<file path="config.mk">
export PLATFORM = sky130hd
export DESIGN_NAME = sleep_ctrl
export DESIGN_NICKNAME = d
export VERILOG_FILES = /design/src/rtl/slp_pkg.sv /design/src/rtl/slp_wake_qual.sv /design/src/rtl/slp_clk_gate.sv /design/src/rtl/slp_delay_cnt.sv /design/src/rtl/sleep_ctrl.sv
export SDC_FILE = /design/constraint.sdc
export NUM_CORES = 1
export LEC_CHECK = 0
export BUFFER_PORTS_ARGS = -buffer_cell sky130_fd_sc_hd__buf_2
export CAP_MARGIN = 20
export CORE_AREA = 2 2 41 71
export DETAILED_ROUTE_END_ITERATION = 10
export DIE_AREA = 0 0 43 73
export PLACE_DENSITY = 0.81
export SETUP_SLACK_MARGIN = 0.05
export SLEW_MARGIN = 10
export SYNTH_ARGS = -nofsm -noshare
export SYNTH_HDL_FRONTEND = slang
export SYNTH_SLANG_ARGS = --single-unit
export TNS_END_PERCENT = 1
</file>
<file path="constraint.sdc">
create_clock -name clk -period 2.05 [get_ports clk]
set_input_delay 0.41 -clock clk [delete_from_list [all_inputs] [get_ports clk]]
set_output_delay 0.41 -clock clk [all_outputs]
set_load 0.05 [all_outputs]
</file>
<file path="src/rtl/slp_pkg.sv">
package slp_pkg;

    typedef enum logic [1:0] {
        MODE_IDLE = 2'b00,
        MODE_ANR  = 2'b01,
        MODE_PD   = 2'b10,
        MODE_RSVD = 2'b11
    } slp_mode_e;

    typedef enum logic [2:0] {
        ST_RUN,
        ST_SLEEP,
        ST_STARTUP,
        ST_HALT,
        ST_RESUME
    } slp_state_e;

    localparam int NUM_WAKE  = 6;
    localparam int WK_EXT    = 0;
    localparam int WK_EEPROM = 1;
    localparam int WK_SERIAL = 2;
    localparam int WK_ADC    = 3;
    localparam int WK_WDT    = 4;
    localparam int WK_OTHER  = 5;

    localparam int NUM_DOM   = 5;
    localparam int DOM_CPU   = 0;
    localparam int DOM_FLASH = 1;
    localparam int DOM_IO    = 2;
    localparam int DOM_ADC   = 3;
    localparam int DOM_OSC   = 4;

    function automatic logic src_allowed(slp_mode_e m, int s);
        case (m)
            MODE_IDLE: return 1'b1;
            MODE_ANR:  return (s != WK_OTHER);
            MODE_PD:   return (s == WK_EXT) || (s == WK_SERIAL) || (s == WK_WDT);
            default:   return 1'b0;
        endcase
    endfunction

    function automatic logic dom_alive(slp_mode_e m, int d);
        case (m)
            MODE_IDLE: return (d != DOM_CPU) && (d != DOM_FLASH);
            MODE_ANR:  return (d == DOM_ADC) || (d == DOM_OSC);
            default:   return 1'b0;
        endcase
    endfunction

endpackage

</file>
<file path="src/rtl/slp_wake_qual.sv">
module slp_wake_qual
    import slp_pkg::*;
(
    input  slp_mode_e               mode,
    input  logic [NUM_WAKE-1:0]     req,
    output logic                    hit
);
    logic [NUM_WAKE-1:0] acc;

    for (genvar i = 0; i < NUM_WAKE; i++) begin : g_src
        assign acc[i] = req[i] & src_allowed(mode, i);
    end

    assign hit = |acc;
endmodule

</file>
<file path="src/rtl/slp_clk_gate.sv">
module slp_clk_gate
    import slp_pkg::*;
(
    input  logic                in_sleep,
    input  slp_mode_e           mode,
    output logic [NUM_DOM-1:0]  dom_en
);
    for (genvar d = 0; d < NUM_DOM; d++) begin : g_dom
        assign dom_en[d] = !in_sleep || dom_alive(mode, d);
    end
endmodule

</file>
<file path="src/rtl/slp_delay_cnt.sv">
module slp_delay_cnt #(
    parameter int W = 8
) (
    input  logic         clk,
    input  logic         rst_n,
    input  logic         load,
    input  logic [W-1:0] load_val,
    output logic [W-1:0] cnt
);
    always_ff @(posedge clk or negedge rst_n) begin
        if (!rst_n) begin
            cnt <= '0;
        end else if (load) begin
            cnt <= load_val;
        end else if (cnt != '0) begin
            cnt <= cnt - 1'b1;
        end
    end
endmodule

</file>
<file path="src/rtl/sleep_ctrl.sv">
module sleep_ctrl
    import slp_pkg::*;
#(
    parameter int CNT_W    = 8,
    parameter int HALT_CYC = 4
) (
    input  logic             clk,
    input  logic             rst_n,
    input  logic             sleep_en,
    input  logic             sleep_strobe,
    input  logic [1:0]       mode,
    input  logic             bod_sleep,
    input  logic             adc_on,
    input  logic [CNT_W-1:0] startup_cycles,
    input  logic [CNT_W-1:0] reset_cycles,
    input  logic [5:0]       wake_req,
    input  logic             ext_rst,
    output logic             clk_cpu_en,
    output logic             clk_flash_en,
    output logic             clk_io_en,
    output logic             clk_adc_en,
    output logic             osc_en,
    output logic             bod_en,
    output logic             adc_start,
    output logic             sleeping,
    output logic             cpu_halt,
    output logic             irq_resume,
    output logic             reset_restart
);
    localparam logic [CNT_W-1:0] HALT_LOAD = CNT_W'(HALT_CYC - 1);

    slp_state_e          state, state_nxt;
    slp_mode_e           mode_in, mode_q;
    logic                bod_off_q;
    logic                wake_hit;
    logic                go_sleep;
    logic                abort;
    logic                cnt_load;
    logic [CNT_W-1:0]    cnt_val, cnt;
    logic [NUM_DOM-1:0]  dom_en;

    assign mode_in  = slp_mode_e'(mode);
    assign go_sleep = sleep_strobe && sleep_en && (mode_in != MODE_RSVD);
    assign abort    = ext_rst && (state inside {ST_SLEEP, ST_STARTUP, ST_HALT});

    slp_wake_qual u_wake (
        .mode (mode_q),
        .req  (wake_req),
        .hit  (wake_hit)
    );

    slp_clk_gate u_gate (
        .in_sleep (state == ST_SLEEP),
        .mode     (mode_q),
        .dom_en   (dom_en)
    );

    slp_delay_cnt #(.W(CNT_W)) u_cnt (
        .clk      (clk),
        .rst_n    (rst_n),
        .load     (cnt_load),
        .load_val (cnt_val),
        .cnt      (cnt)
    );

    // next-state decision
    always_comb begin
        state_nxt = state;
        cnt_load  = 1'b0;
        cnt_val   = '0;
        unique case (state)
            ST_RUN: begin
                if (go_sleep) state_nxt = ST_SLEEP;
            end
            ST_SLEEP: begin
                if (ext_rst) begin
                    state_nxt = ST_RUN;
                end else if (wake_hit) begin
                    state_nxt = ST_STARTUP;
                    cnt_load  = 1'b1;
                    cnt_val   = bod_off_q ? reset_cycles : startup_cycles;
                end
            end
            ST_STARTUP: begin
                if (ext_rst) begin
                    state_nxt = ST_RUN;
                end else if (cnt <= CNT_W'(1)) begin
                    state_nxt = ST_HALT;
                    cnt_load  = 1'b1;
                    cnt_val   = HALT_LOAD;
                end
            end
            ST_HALT: begin
                if (ext_rst) begin
                    state_nxt = ST_RUN;
                end else if (cnt == '0) begin
                    state_nxt = ST_RESUME;
                end
            end
            ST_RESUME: state_nxt = ST_RUN;
            default:   state_nxt = ST_RUN;
        endcase
    end

    // state register
    always_ff @(posedge clk or negedge rst_n) begin
        if (!rst_n) begin
            state <= ST_RUN;
        end else begin
            state <= state_nxt;
        end
    end

    // registered outputs and entry context
    always_ff @(posedge clk or negedge rst_n) begin
        if (!rst_n) begin
            mode_q        <= MODE_IDLE;
            bod_off_q     <= 1'b0;
            adc_start     <= 1'b0;
            reset_restart <= 1'b0;
        end else begin
            adc_start     <= 1'b0;
            reset_restart <= abort;
            if (state == ST_RUN && go_sleep) begin
                mode_q    <= mode_in;
                bod_off_q <= (mode_in == MODE_PD) && bod_sleep;
                adc_start <= adc_on && (mode_in != MODE_PD);
            end else if (state == ST_SLEEP && state_nxt != ST_SLEEP) begin
                bod_off_q <= 1'b0;
            end
        end
    end

    // state-decoded outputs
    always_comb begin
        clk_cpu_en   = dom_en[DOM_CPU];
        clk_flash_en = dom_en[DOM_FLASH];
        clk_io_en    = dom_en[DOM_IO];
        clk_adc_en   = dom_en[DOM_ADC];
        osc_en       = dom_en[DOM_OSC];
        bod_en       = !bod_off_q;
        sleeping     = (state == ST_SLEEP);
        cpu_halt     = (state == ST_SLEEP) || (state == ST_STARTUP) || (state == ST_HALT);
        irq_resume   = (state == ST_RESUME);
    end


    r1_no_entry_chk: assert property (@(posedge clk) disable iff (!rst_n)
        (state == ST_RUN && sleep_strobe && (!sleep_en || mode == 2'b11)) |=> !sleeping);


    r2_idle_mask_chk: assert property (@(posedge clk) disable iff (!rst_n)
        (sleeping && mode_q == MODE_IDLE) |-> (!clk_cpu_en && !clk_flash_en && clk_io_en && osc_en));


    r4_pd_mask_chk: assert property (@(posedge clk) disable iff (!rst_n)
        (sleeping && mode_q == MODE_PD) |-> (!osc_en && !clk_adc_en && !clk_io_en));


    r6_resume_pulse_chk: assert property (@(posedge clk) disable iff (!rst_n)
        irq_resume |=> !irq_resume);


    r6_resume_after_halt_chk: assert property (@(posedge clk) disable iff (!rst_n)
        $rose(irq_resume) |-> $past(cpu_halt));


    r7_abort_chk: assert property (@(posedge clk) disable iff (!rst_n)
        (cpu_halt && ext_rst) |=> (reset_restart && !cpu_halt && !irq_resume));


    r8_bod_off_chk: assert property (@(posedge clk) disable iff (!rst_n)
        !bod_en |-> (sleeping && mode_q == MODE_PD));


    r10_adc_start_chk: assert property (@(posedge clk) disable iff (!rst_n)
        adc_start |-> (sleeping && mode_q != MODE_PD));
endmodule

</file>
==> impl_results.rst, run 1 <==
.. list-table::
   :header-rows: 1

   * - Metric
     - Value
   * - Power density over the cells
     - a little over 1000 nW/um^2
   * - Count of pins over their slew limit
     - 0
   * - Combined area of all synthesized cells
     - 1070 um^2
   * - Share of the clock period used by the worst path after layout
     - 94.8%
   * - Min-delay worst type
     - input pin to async pin
   * - Slew headroom
     - between 50% and 60%
   * - Net count of the mapped netlist
     - 140
   * - Startpoint Class
     - flop
   * - Buf/Inv on CP
     - 2
   * - Final worst path period need
     - roughly 1900 ps
   * - Number of endpoints failing setup at the final stage
     - 0
   * - Routability congestion estimate
     - approximately 0.84
   * - Number of synthesized register bits
     - 16
   * - Critical path launch point
     - state[1]$_DFF_PN0_
   * - Residual overflow from global routing
     - 0
   * - Relative contribution of sequential cells to total power
     - 40.3%
   * - Startpoint of the worst-slack reg-to-reg timing path
     - u_cnt.cnt[0]$_DFFE_PN0P_
   * - Largest stage delay on the critical path
     - 420 ps
   * - Required time of the worst setup path
     - ~1600 ps
   * - Final cell count without fillers
     - 176
   * - Antenna violations before repair
     - 0
   * - Cell type with the highest aggregate area in the netlist
     - dfrtp_1
   * - Post-synthesis average cell area
     - 9.99 um^2
   * - Num ports
     - 42
   * - Clock network power share
     - slightly below 20%
   * - Area fraction of the dominant cell type after synthesis
     - 37.5%
   * - Placed cell count
     - 172
   * - Fillers
     - 259
   * - Clock edge transition at the registers on the reported setup and hold paths
     - about 60 ps
   * - Final-stage net count
     - between 150 and 200
   * - Max Clk Rate
     - 515 MHz
   * - Capturing element type of the critical path
     - output port
   * - Result of the run
     - finished clean
   * - Vias per cell
     - 5.60
   * - DR pass1 iterations
     - 2
   * - Hold buffer count at CTS
     - 0
   * - Leakage power summed over all cells
     - ~0.60 nW
   * - Top Family by Delay on Critical Path
     - simple AND/OR/NAND/NOR gates
   * - Number of buffers added by the clock tree synthesis step
     - 3
   * - Core area
     - 2630 um^2
   * - Setup ws final
     - 107 ps
   * - Cells after synthesis
     - 107
   * - DRC violations left
     - 0
   * - Internal portion of total power
     - 865 uW
   * - Routed wire length
     - approximately 2.4 mm
   * - TritonCTS clock tree
     - done
   * - Maximum number of buffers from clock root to sink
     - 2
   * - Via count of the routed design
     - 985
   * - Maximum resistive drop on vdd
     - 0.000466 V
   * - Number of sinks driven by the clock tree
     - 16
   * - Area used by multi-input combinational logic
     - 619 um^2
   * - Wire length of the first global-routing pass
     - 4.13 mm
   * - Number of antenna diodes
     - 0
   * - CP Data Arrival Time
     - 1530 ps
   * - Type of the setup path with the least slack
     - flop to output port
   * - Setup repair after global routing missed its margin
     - true
   * - Slowest CP cell
     - dfrtp_1
   * - Worst slack after detailed placement
     - 289 ps
   * - Number of nets with antenna violations after detailed routing
     - 0
   * - Skew final
     - 0.862 ps
   * - GRT Resource Usage Total
     - roughly 18%
   * - Final Hold Fails
     - 0
   * - Warnings from Yosys
     - 0
   * - Relative contribution of combinational cells to total power
     - 39.8%
   * - Number of global-route vias before repair
     - 1,023
   * - Maximum number of pins on one net before global-route repair
     - 17
   * - Synth-to-layout area growth
     - 26.7%
   * - Die boundary height
     - 73 um
   * - Quantity of I/O buffers inserted on ports
     - 41
   * - Register cell area after layout
     - roughly 400 um^2
   * - Number of levels in the clock H-tree
     - 1
   * - Distinct cell type count after synthesis
     - 40
   * - Leading cell types by total area after synthesis
     - dfrtp_1, mux2i_1, mux2_2
   * - Largest fanout on the critical path
     - 5
   * - Buffer cell driving the clock tree root
     - clkbuf_8
   * - Sequential element share of the synthesized area
     - between 30% and 40%
   * - Fraction of final layout cells sized beyond drive strength 1
     - 41.6%
   * - Transition at the pin with the smallest max-transition slack
     - 676 ps
   * - Later-pin clock latency in the skew report
     - 250 ps
   * - Reported max-cap violation count
     - 0
   * - Site row count
     - 25
   * - Sw Pwr
     - 532 uW
   * - Die span in x
     - 43 um
   * - Post-DR wirelength/cell
     - 13.9 um
   * - Cells along the critical path
     - nand2b_1 -> or2_2 -> clkinvlp_4 -> buf_2
   * - Net switching fraction of the power
     - 38.0%
   * - Detailed placer's ending HPWL
     - 2.01 mm
   * - Starting DRC count in detailed routing
     - 12
   * - Starting utilization of the core area
     - between 40 and 50%
   * - Die Area
     - about 3100 um^2
## cells in the mapped netlist, drive strengths merged
cell,n
o2111ai,1
nor3,3
nor4,3
o31a,1
buf,4
xnor2,1
inv,7
xor2,1
a31o,1
mux2,5
nand4,1
a21oi,3
a211oi,1
and2,2
or2,2
nor3b,1
nand2b,4
nand4b,1
o211ai,4
nor4b,2
mux2i,12
dfrtp,16
a31oi,2
nand3,3
or4,1
o21a,3
a21boi,1
o21ai,5
nor2,7
o31ai,2
ha,2
nand2,4
or2b,1
## kinds of logic (layout without fill, tap and decap cells)
logic type,count (synthesis),after routing,synth area share [%]
AO/OA/AOI/OAI,24,24,15.6
XOR/XNOR,2,2,1.64
adder cells (fa/ha/maj),2,2,2.34
buffers and inverters,11,53,4.80
flip-flops,16,16,37.5
multiplexers,17,17,16.9
AND/OR/NAND/NOR,35,35,21.3
## power groups by stage
stage	Combinational (mW)	Clock, mW	Sequential (mW)
6_report	0.555	0.278	0.563
4_1_cts	0.561	0.284	0.562
3_3_place_gp	0.530	0	0.551
3_5_place_dp	0.557	0	0.566
5_1_grt	0.629	0.293	0.583
2_1_floorplan	0.437	0	0.536
## sequential cells by signal, summed over array words and instances, names as in the netlist
register       cells
adc_start          1
bod_off_q          1
mode_q             2
reset_restart      1
state              3
u_cnt.cnt          8
## cells in the final DEF, fill, tap and decap left out, drive strengths merged
master / instances
nor2: 7
a21oi: 3
nor3: 3
o2111ai: 1
nor3b: 1
nor4b: 2
nand2b: 4
xor2: 1
or2: 2
o211ai: 4
o31ai: 2
mux2: 5
inv: 6
a31oi: 2
a21boi: 1
nand3: 3
nand4b: 1
o21ai: 5
nor4: 3
mux2i: 12
or4: 1
dfrtp: 16
ha: 2
clkbuf: 4
o21a: 3
a211oi: 1
a31o: 1
nand4: 1
buf: 42
xnor2: 1
o31a: 1
and2: 2
or2b: 1
clkinvlp: 1
nand2: 4
## cell type report
cell class,instances,share of cell area (%)
Clock buffer,4,4.07
Timing Repair Buffer,42,15.9
Multi-Input combinational cell,80,45.7
Inverter,7,2.22
Tap cell,27,2.50
Sequential cell,16,29.6
## through the flow
step | utilization [%] | hold slack [ps] | setup TNS, ps | power (mW) | cell area (um^2)
2_1_floorplan | - | 114 | -271 | 0.973 | 1070
3_3_place_gp | 49.3 | 334 | 0 | 1.08 | 1300
3_5_place_dp | 49.3 | 346 | 0 | 1.12 | 1300
4_1_cts | 51.4 | 74.7 | 0 | 1.41 | 1350
5_1_grt | 51.5 | 83.4 | 0 | 1.50 | 1350
6_report | 51.5 | 64.2 | 0 | 1.40 | 1350
## what timing repair did
item,4_1_cts,5_1_grt
endpoints found under the hold margin,0,0
endpoints found under the setup margin,0,4
buffers inserted,0,0
resized for setup,0,2
## routing by layer
| metal | GRT usage, % | up-vias | wire [um] | part of all wire [%] |
|---|---|---|---|---|
| met5 | 0 | - | 0 | 0 |
| met4 | 14.8 | 0 | 104 | 4.3 |
| met3 | 0.990 | 9 | 133 | 5.4 |
| met2 | 32.7 | 36 | 1380 | 57 |
| met1 | 16.8 | 461 | 826 | 34 |
| li1 | - | 479 | - | - |
## path summary, 6_finish.rpt
path,end,slack [ps],depth (start not counted)
max,sleeping,110,4
max reg2reg,u_cnt.cnt[5]$_DFFE_PN0P_,270,5
max in group asynchronous,mode_q[1]$_DFFE_PN0P_,1710,1
min reg2reg,mode_q[0]$_DFFE_PN0P_,560,1
min in group clk,adc_start$_DFF_PN0_,410,3
min,u_cnt.cnt[5]$_DFFE_PN0P_,60,1
(Power assumes the default switching activity.)
==> inputs of run 2 (changes only) <==
--- a/config.mk
+++ b/config.mk
@@ -5,7 +5,7 @@
 export SDC_FILE = /design/constraint.sdc
 export NUM_CORES = 1
 export LEC_CHECK = 0
-export BUFFER_PORTS_ARGS = -buffer_cell sky130_fd_sc_hd__buf_2
+export BUFFER_PORTS_ARGS = -buffer_cell sky130_fd_sc_hd__buf_4
 export CAP_MARGIN = 20
 export CORE_AREA = 2 2 41 71
 export DETAILED_ROUTE_END_ITERATION = 10
==> impl_results.rst, run 2 (synthesis results as in run 1) <==
.. list-table::
   :header-rows: 1

   * - Metric
     - Value
   * - Leakage power summed over all cells
     - approximately 0.64 nW
   * - Leading registers by flop count
     - u_cnt.cnt x8, state x3, mode_q x2
   * - Startpoint Class
     - flop
   * - Result of the run
     - finished clean
   * - Register with the highest flop count
     - u_cnt.cnt
   * - Max Clk Rate
     - 530 MHz
   * - Relative contribution of sequential cells to total power
     - 39.3%
   * - Sw Pwr
     - 537 uW
   * - Reported max-cap violation count
     - 0
   * - Min-delay worst type
     - input pin to async pin
   * - Required time of the worst setup path
     - 1640 ps
   * - Number of nets with antenna violations after detailed routing
     - 0
   * - Clock edge transition at the registers on the reported setup and hold paths
     - 60 ps
   * - Routability congestion estimate
     - around 0.86
   * - Quantity of I/O buffers inserted on ports
     - 41
   * - TritonCTS clock tree
     - done
   * - Starting utilization of the core area
     - between 40% and 50%
   * - Final sum of negative setup slack
     - 0 ps
   * - Num ports
     - 42
   * - Die boundary height
     - 73 um
   * - DR pass1 iterations
     - 3
   * - Type of the setup path with the least slack
     - flop to output port
   * - DRC violations left
     - 0
   * - Net switching fraction of the power
     - a little under two fifths
   * - Routed wire length
     - 2.61 mm
   * - Area post-placement
     - roughly 1400 um^2
   * - Most common cell after layout, fill and taps aside
     - buf_4
   * - Number of endpoints failing setup at the final stage
     - 0
   * - Antenna violations before repair
     - 0
   * - Relative contribution of combinational cells to total power
     - 41.0%
   * - Core utilization of the finished layout
     - 55.6%
   * - Quantity of gates resized following cts
     - 0
   * - Number of antenna diodes
     - 0
   * - Clock network power share
     - 19.7%
   * - Via count of the routed design
     - 968
   * - Power density over the cells
     - 977 nW/um^2
   * - Final cell count without fillers
     - 177
   * - Internal portion of total power
     - 891 uW
   * - Slew headroom
     - 56.7%
   * - GRT Resource Usage Total
     - 17.7%
   * - Later-pin clock latency in the skew report
     - 250 ps
   * - Starting DRC count in detailed routing
     - 19
   * - Synth-to-layout area growth
     - 36.8%
   * - Number of levels in the clock H-tree
     - 1
   * - Flip-flop count of the largest register, all copies and words added
     - 8
   * - Setup repair after global routing missed its margin
     - false
   * - Final worst path period need
     - approximately 1900 ps
   * - Site row count
     - 25
   * - Final Instance Area
     - ~1500 um^2
   * - Capturing element type of the critical path
     - output port
   * - Maximum resistive drop on vdd
     - 0.000513 V
   * - Number of buffers added by the clock tree synthesis step
     - 3
   * - Number of sinks driven by the clock tree
     - 16
   * - Worst R2R Setup Slack
     - 280 ps
   * - Detailed placer's ending HPWL
     - between 2 and 2.5 mm
   * - Maximum number of pins on one net before global-route repair
     - 17
   * - Fraction of final layout cells sized beyond drive strength 1
     - a little over two fifths
   * - Placed cell count
     - between 150 and 200
   * - Skew final
     - about 1.4 ps
   * - CP Data Arrival Time
     - 1480 ps
   * - Number of global-route vias before repair
     - 986
   * - Wire length of the first global-routing pass
     - 4.17 mm
   * - Die span in x
     - 43 um
   * - Final-stage net count
     - roughly 180
   * - Die Area
     - 3140 um^2
   * - Transition at the pin with the smallest max-transition slack
     - 649 ps
   * - Count of pins over their slew limit
     - 0
   * - Vias per cell
     - 5.47
   * - Buffer cell driving the clock tree root
     - clkbuf_8
   * - Maximum number of buffers from clock root to sink
     - 2
   * - Core area
     - 2630 um^2
   * - Share of the clock period used by the worst path after layout
     - 92.1%
   * - Most frequent cells in the layout
     - buf_4, dfrtp_1, mux2i_1
   * - Post-DR wirelength/cell
     - 14.8 um
   * - Largest fanout on the critical path
     - 6
   * - Residual overflow from global routing
     - 0
   * - Final Hold Fails
     - 0
   * - Worst slack on hold paths
     - 8.39 ps
[run 2: changes by cell type in the layout (fill, tap and decap cells not counted), sizes merged]
cell  before  now
buf       42   43
[run 2: per-layer routing]
layer | wire [um] | track usage [%] | vias to the layer above
met5 | 0 | 0 | -
met4 | 65 | 13.1 | 0
li1 | - | - | 477
met2 | 1460 | 34.0 | 35
met3 | 142 | 0.990 | 8
met1 | 947 | 16.9 | 448
[run 2: final timing paths]
check                                          from                  endpoint  cells after the start
max in group asynchronous                     rst_n     mode_q[0]$_DFFE_PN0P_                      1
max                              state[0]$_DFF_PN0_                clk_adc_en                      5
min reg2reg                   mode_q[0]$_DFFE_PN0P_     mode_q[0]$_DFFE_PN0P_                      1
min                                           rst_n  u_cnt.cnt[5]$_DFFE_PN0P_                      1
max reg2reg                u_cnt.cnt[0]$_DFFE_PN0P_  u_cnt.cnt[5]$_DFFE_PN0P_                      5
min in group clk                            ext_rst   reset_restart$_DFF_PN0_                      2
[run 2: metrics by stage]
| stage | setup slack, ps | power, mW |
|---|---|---|
| detailed placement | 270 | 1.15 |
| finish | 162 | 1.43 |
| CTS | 101 | 1.44 |
| floorplan | -137 | 0.973 |
| global route | 74.7 | 1.51 |
| global placement | 369 | 1.11 |
[run 2: timing repair]
action                                  CTS  global route
buffers inserted                          0             1
endpoints found under the setup margin    0             3
hold buffers                              0             0
[run 2: power groups by stage]
stage	combinational [mW]	sequential (mW)	clock [mW]
floorplan	0.437	0.536	0
global placement	0.557	0.552	0
detailed placement	0.587	0.567	0
CTS	0.593	0.560	0.290
global route	0.636	0.580	0.297
finish	0.585	0.561	0.282
[run 2: layout make-up]
cell class | instances | area [um^2]
Clock buffer | 4 | 55.1
Fill cell | 252 | 1170
Inverter | 7 | 30.0
Multi-Input combinational cell | 80 | 619
Sequential cell | 16 | 400
Tap cell | 27 | 33.8
Timing Repair Buffer | 43 | 323
[run 2: critical path, cell delays in order, from the launching register on]
cell and delay (ps):
dfrtp_1 440, nand2b_1 90, or2_2 330, clkinvlp_4 110, nand2_2 60, buf_4 190
==> inputs of run 3 (changes only) <==
--- a/config.mk
+++ b/config.mk
@@ -11,7 +11,7 @@
 export DETAILED_ROUTE_END_ITERATION = 10
 export DIE_AREA = 0 0 43 73
 export PLACE_DENSITY = 0.81
-export SETUP_SLACK_MARGIN = 0.05
+export SETUP_SLACK_MARGIN = 0.4
 export SLEW_MARGIN = 10
 export SYNTH_ARGS = -nofsm -noshare
 export SYNTH_HDL_FRONTEND = slang
==> impl_results.rst, run 3 (synthesis results as in run 1) <==
.. list-table::
   :header-rows: 1

   * - Metric
     - Value
   * - CP Data Arrival Time
     - 1400 ps
   * - Synth-to-layout area growth
     - 43.8%
   * - Worst reg2reg path endpoint
     - u_cnt.cnt[5]$_DFFE_PN0P_
   * - Critical path launch point
     - state[1]$_DFF_PN0_
   * - Maximum number of pins on one net before global-route repair
     - 17
   * - Fraction of final layout cells sized beyond drive strength 1
     - approximately 45%
   * - Number of nets with antenna violations after detailed routing
     - 0
   * - Flip-flop count of the largest register, all copies and words added
     - 8
   * - Starting utilization of the core area
     - roughly two fifths
   * - Hold buffer count at CTS
     - 0
   * - Result of the run
     - finished clean
   * - Starting DRC count in detailed routing
     - 39
   * - Worst R2R Setup Slack
     - 320 ps
   * - Die span in x
     - 43 um
   * - Worst slack after detailed placement
     - 313 ps
   * - Power density over the cells
     - 949 nW/um^2
   * - Register with the highest flop count
     - u_cnt.cnt
   * - Reported max-cap violation count
     - 0
   * - Share of the clock period used by the worst path after layout
     - 88.2%
   * - Leading registers by flop count
     - u_cnt.cnt x8, state x3, mode_q x2
   * - DRC violations left
     - 0
   * - Capturing element type of the critical path
     - output port
   * - Skew final
     - between 4 and 5 ps
   * - Startpoint Class
     - flop
   * - Max Clk Rate
     - 553 MHz
   * - Type of the setup path with the least slack
     - flop to output port
   * - R2R cell count
     - 5
   * - Final Hold Fails
     - 0
   * - Vias per cell
     - 5.69
   * - Routed wire length
     - 2.67 mm
   * - Number of sinks driven by the clock tree
     - 16
   * - Most frequent cells in the layout
     - buf_4, dfrtp_1, mux2i_1
   * - Fillers
     - approximately 230
   * - Die Area
     - 3140 um^2
   * - Slew headroom
     - 63.9%
   * - Quantity of I/O buffers inserted on ports
     - 41
   * - Antenna violations before repair
     - 0
   * - Leakage power summed over all cells
     - about 0.67 nW
   * - Core utilization of the finished layout
     - between 50 and 60%
   * - Count of pins over their slew limit
     - 0
   * - Detailed placer's ending HPWL
     - between 2 and 2.5 mm
   * - Required time of the worst setup path
     - 1640 ps
   * - Residual overflow from global routing
     - 0
   * - Setup ws final
     - approximately 240 ps
   * - Later-pin clock latency in the skew report
     - 260 ps
   * - Most common cell after layout, fill and taps aside
     - buf_4
   * - Post-DR wirelength/cell
     - approximately 15 um
   * - Number of levels in the clock H-tree
     - 1
   * - Via count of the routed design
     - 1,030
   * - Die boundary height
     - 73 um
   * - Buffer cell driving the clock tree root
     - clkbuf_8
   * - Final worst path period need
     - 1810 ps
   * - Num ports
     - 42
   * - GRT Resource Usage Total
     - approximately 17%
   * - Maximum resistive drop on vdd
     - 0.000508 V
   * - Startpoint of the worst-slack reg-to-reg timing path
     - state[0]$_DFF_PN0_
   * - Core area
     - 2630 um^2
   * - Number of buffers added by the clock tree synthesis step
     - 3
   * - Largest fanout on the critical path
     - 4
   * - Number of antenna diodes
     - 0
   * - Setup repair after global routing missed its margin
     - true
   * - Clock edge transition at the registers on the reported setup and hold paths
     - 70 ps
   * - Transition at the pin with the smallest max-transition slack
     - about 540 ps
   * - Site row count
     - 25
   * - Final sum of negative setup slack
     - 0 ps
   * - Routability congestion estimate
     - 0.826
   * - Wire length of the first global-routing pass
     - 3.98 mm
   * - Final-stage net count
     - 188
   * - DR pass1 iterations
     - 4
   * - Maximum number of buffers from clock root to sink
     - 2
   * - Number of global-route vias before repair
     - 1,001
   * - Number of endpoints failing setup at the final stage
     - 0
   * - End point of the critical path
     - clk_io_en
   * - TritonCTS clock tree
     - done
   * - Min-delay worst type
     - input pin to async pin
-- run 3: cell types whose count changed in the layout (fill, tap and decap cells not counted), sizes merged --
cell / previous run / this run
buf: 43 / 47
-- run 3: layer usage --
layer / track usage (%) / routed length, um
met1: 14.8 / 854
met2: 33.2 / 1500
met3: 2.23 / 178
met4: 14.1 / 131
met5: 0 / 0
-- run 3: cell type report --
| class | count | area (um^2) | area share (%) |
|---|---|---|---|
| multi-input cells | 80 | 653 | 42.5 |
| flip-flops and latches | 16 | 400 | 26.1 |
| repair buffers | 47 | 364 | 23.7 |
| clock buffers | 4 | 55.1 | 3.58 |
| well taps | 27 | 33.8 | 2.20 |
| inverters | 7 | 30.0 | 1.95 |
-- run 3: worst min path at each step --
stage	slack, ps	depth (start not counted)	start	to
floorplan	110	0	rst_n	adc_start$_DFF_PN0_
global placement	280	1	rst_n	adc_start$_DFF_PN0_
detailed placement	280	1	rst_n	u_cnt.cnt[4]$_DFFE_PN0P_
CTS	5	1	rst_n	mode_q[1]$_DFFE_PN0P_
global route	10	1	rst_n	mode_q[1]$_DFFE_PN0P_
finish	1	1	rst_n	state[2]$_DFF_PN0_
-- run 3: metrics by stage --
step | hold slack (ps) | power [mW] | area (um^2) | instances
after floorplan | 114 | 0.985 | 1100 | 107
after detailed placement | 283 | 1.16 | 1420 | 172
after global placement | 280 | 1.12 | 1420 | 172
after global routing | 10.3 | 1.55 | 1540 | 181
after CTS | 5.33 | 1.46 | 1520 | 180
final | 1.12 | 1.46 | 1540 | 181
-- run 3: worst max-delay path, cell delays in order (launching register included) --
cell        delay, ps
dfrtp_1           370
nand2b_4          140
or2_4             250
clkinvlp_4        140
o21ai_2            80
buf_6             160
-- run 3: report_power, final --
part	internal (mW)	switching [mW]	total, mW
clock	0.171	0.115	0.286
combinational	0.321	0.290	0.611
sequential	0.414	0.148	0.561
total	0.905	0.553	1.46
-- run 3: what timing repair did --
item | 4_1_cts | 5_1_grt
setup endpoints to repair | 15 | 19
hold endpoints to repair | 0 | 0
pin swaps | 1 | 0
buffers inserted | 4 | 1
resized for setup | 4 | 1
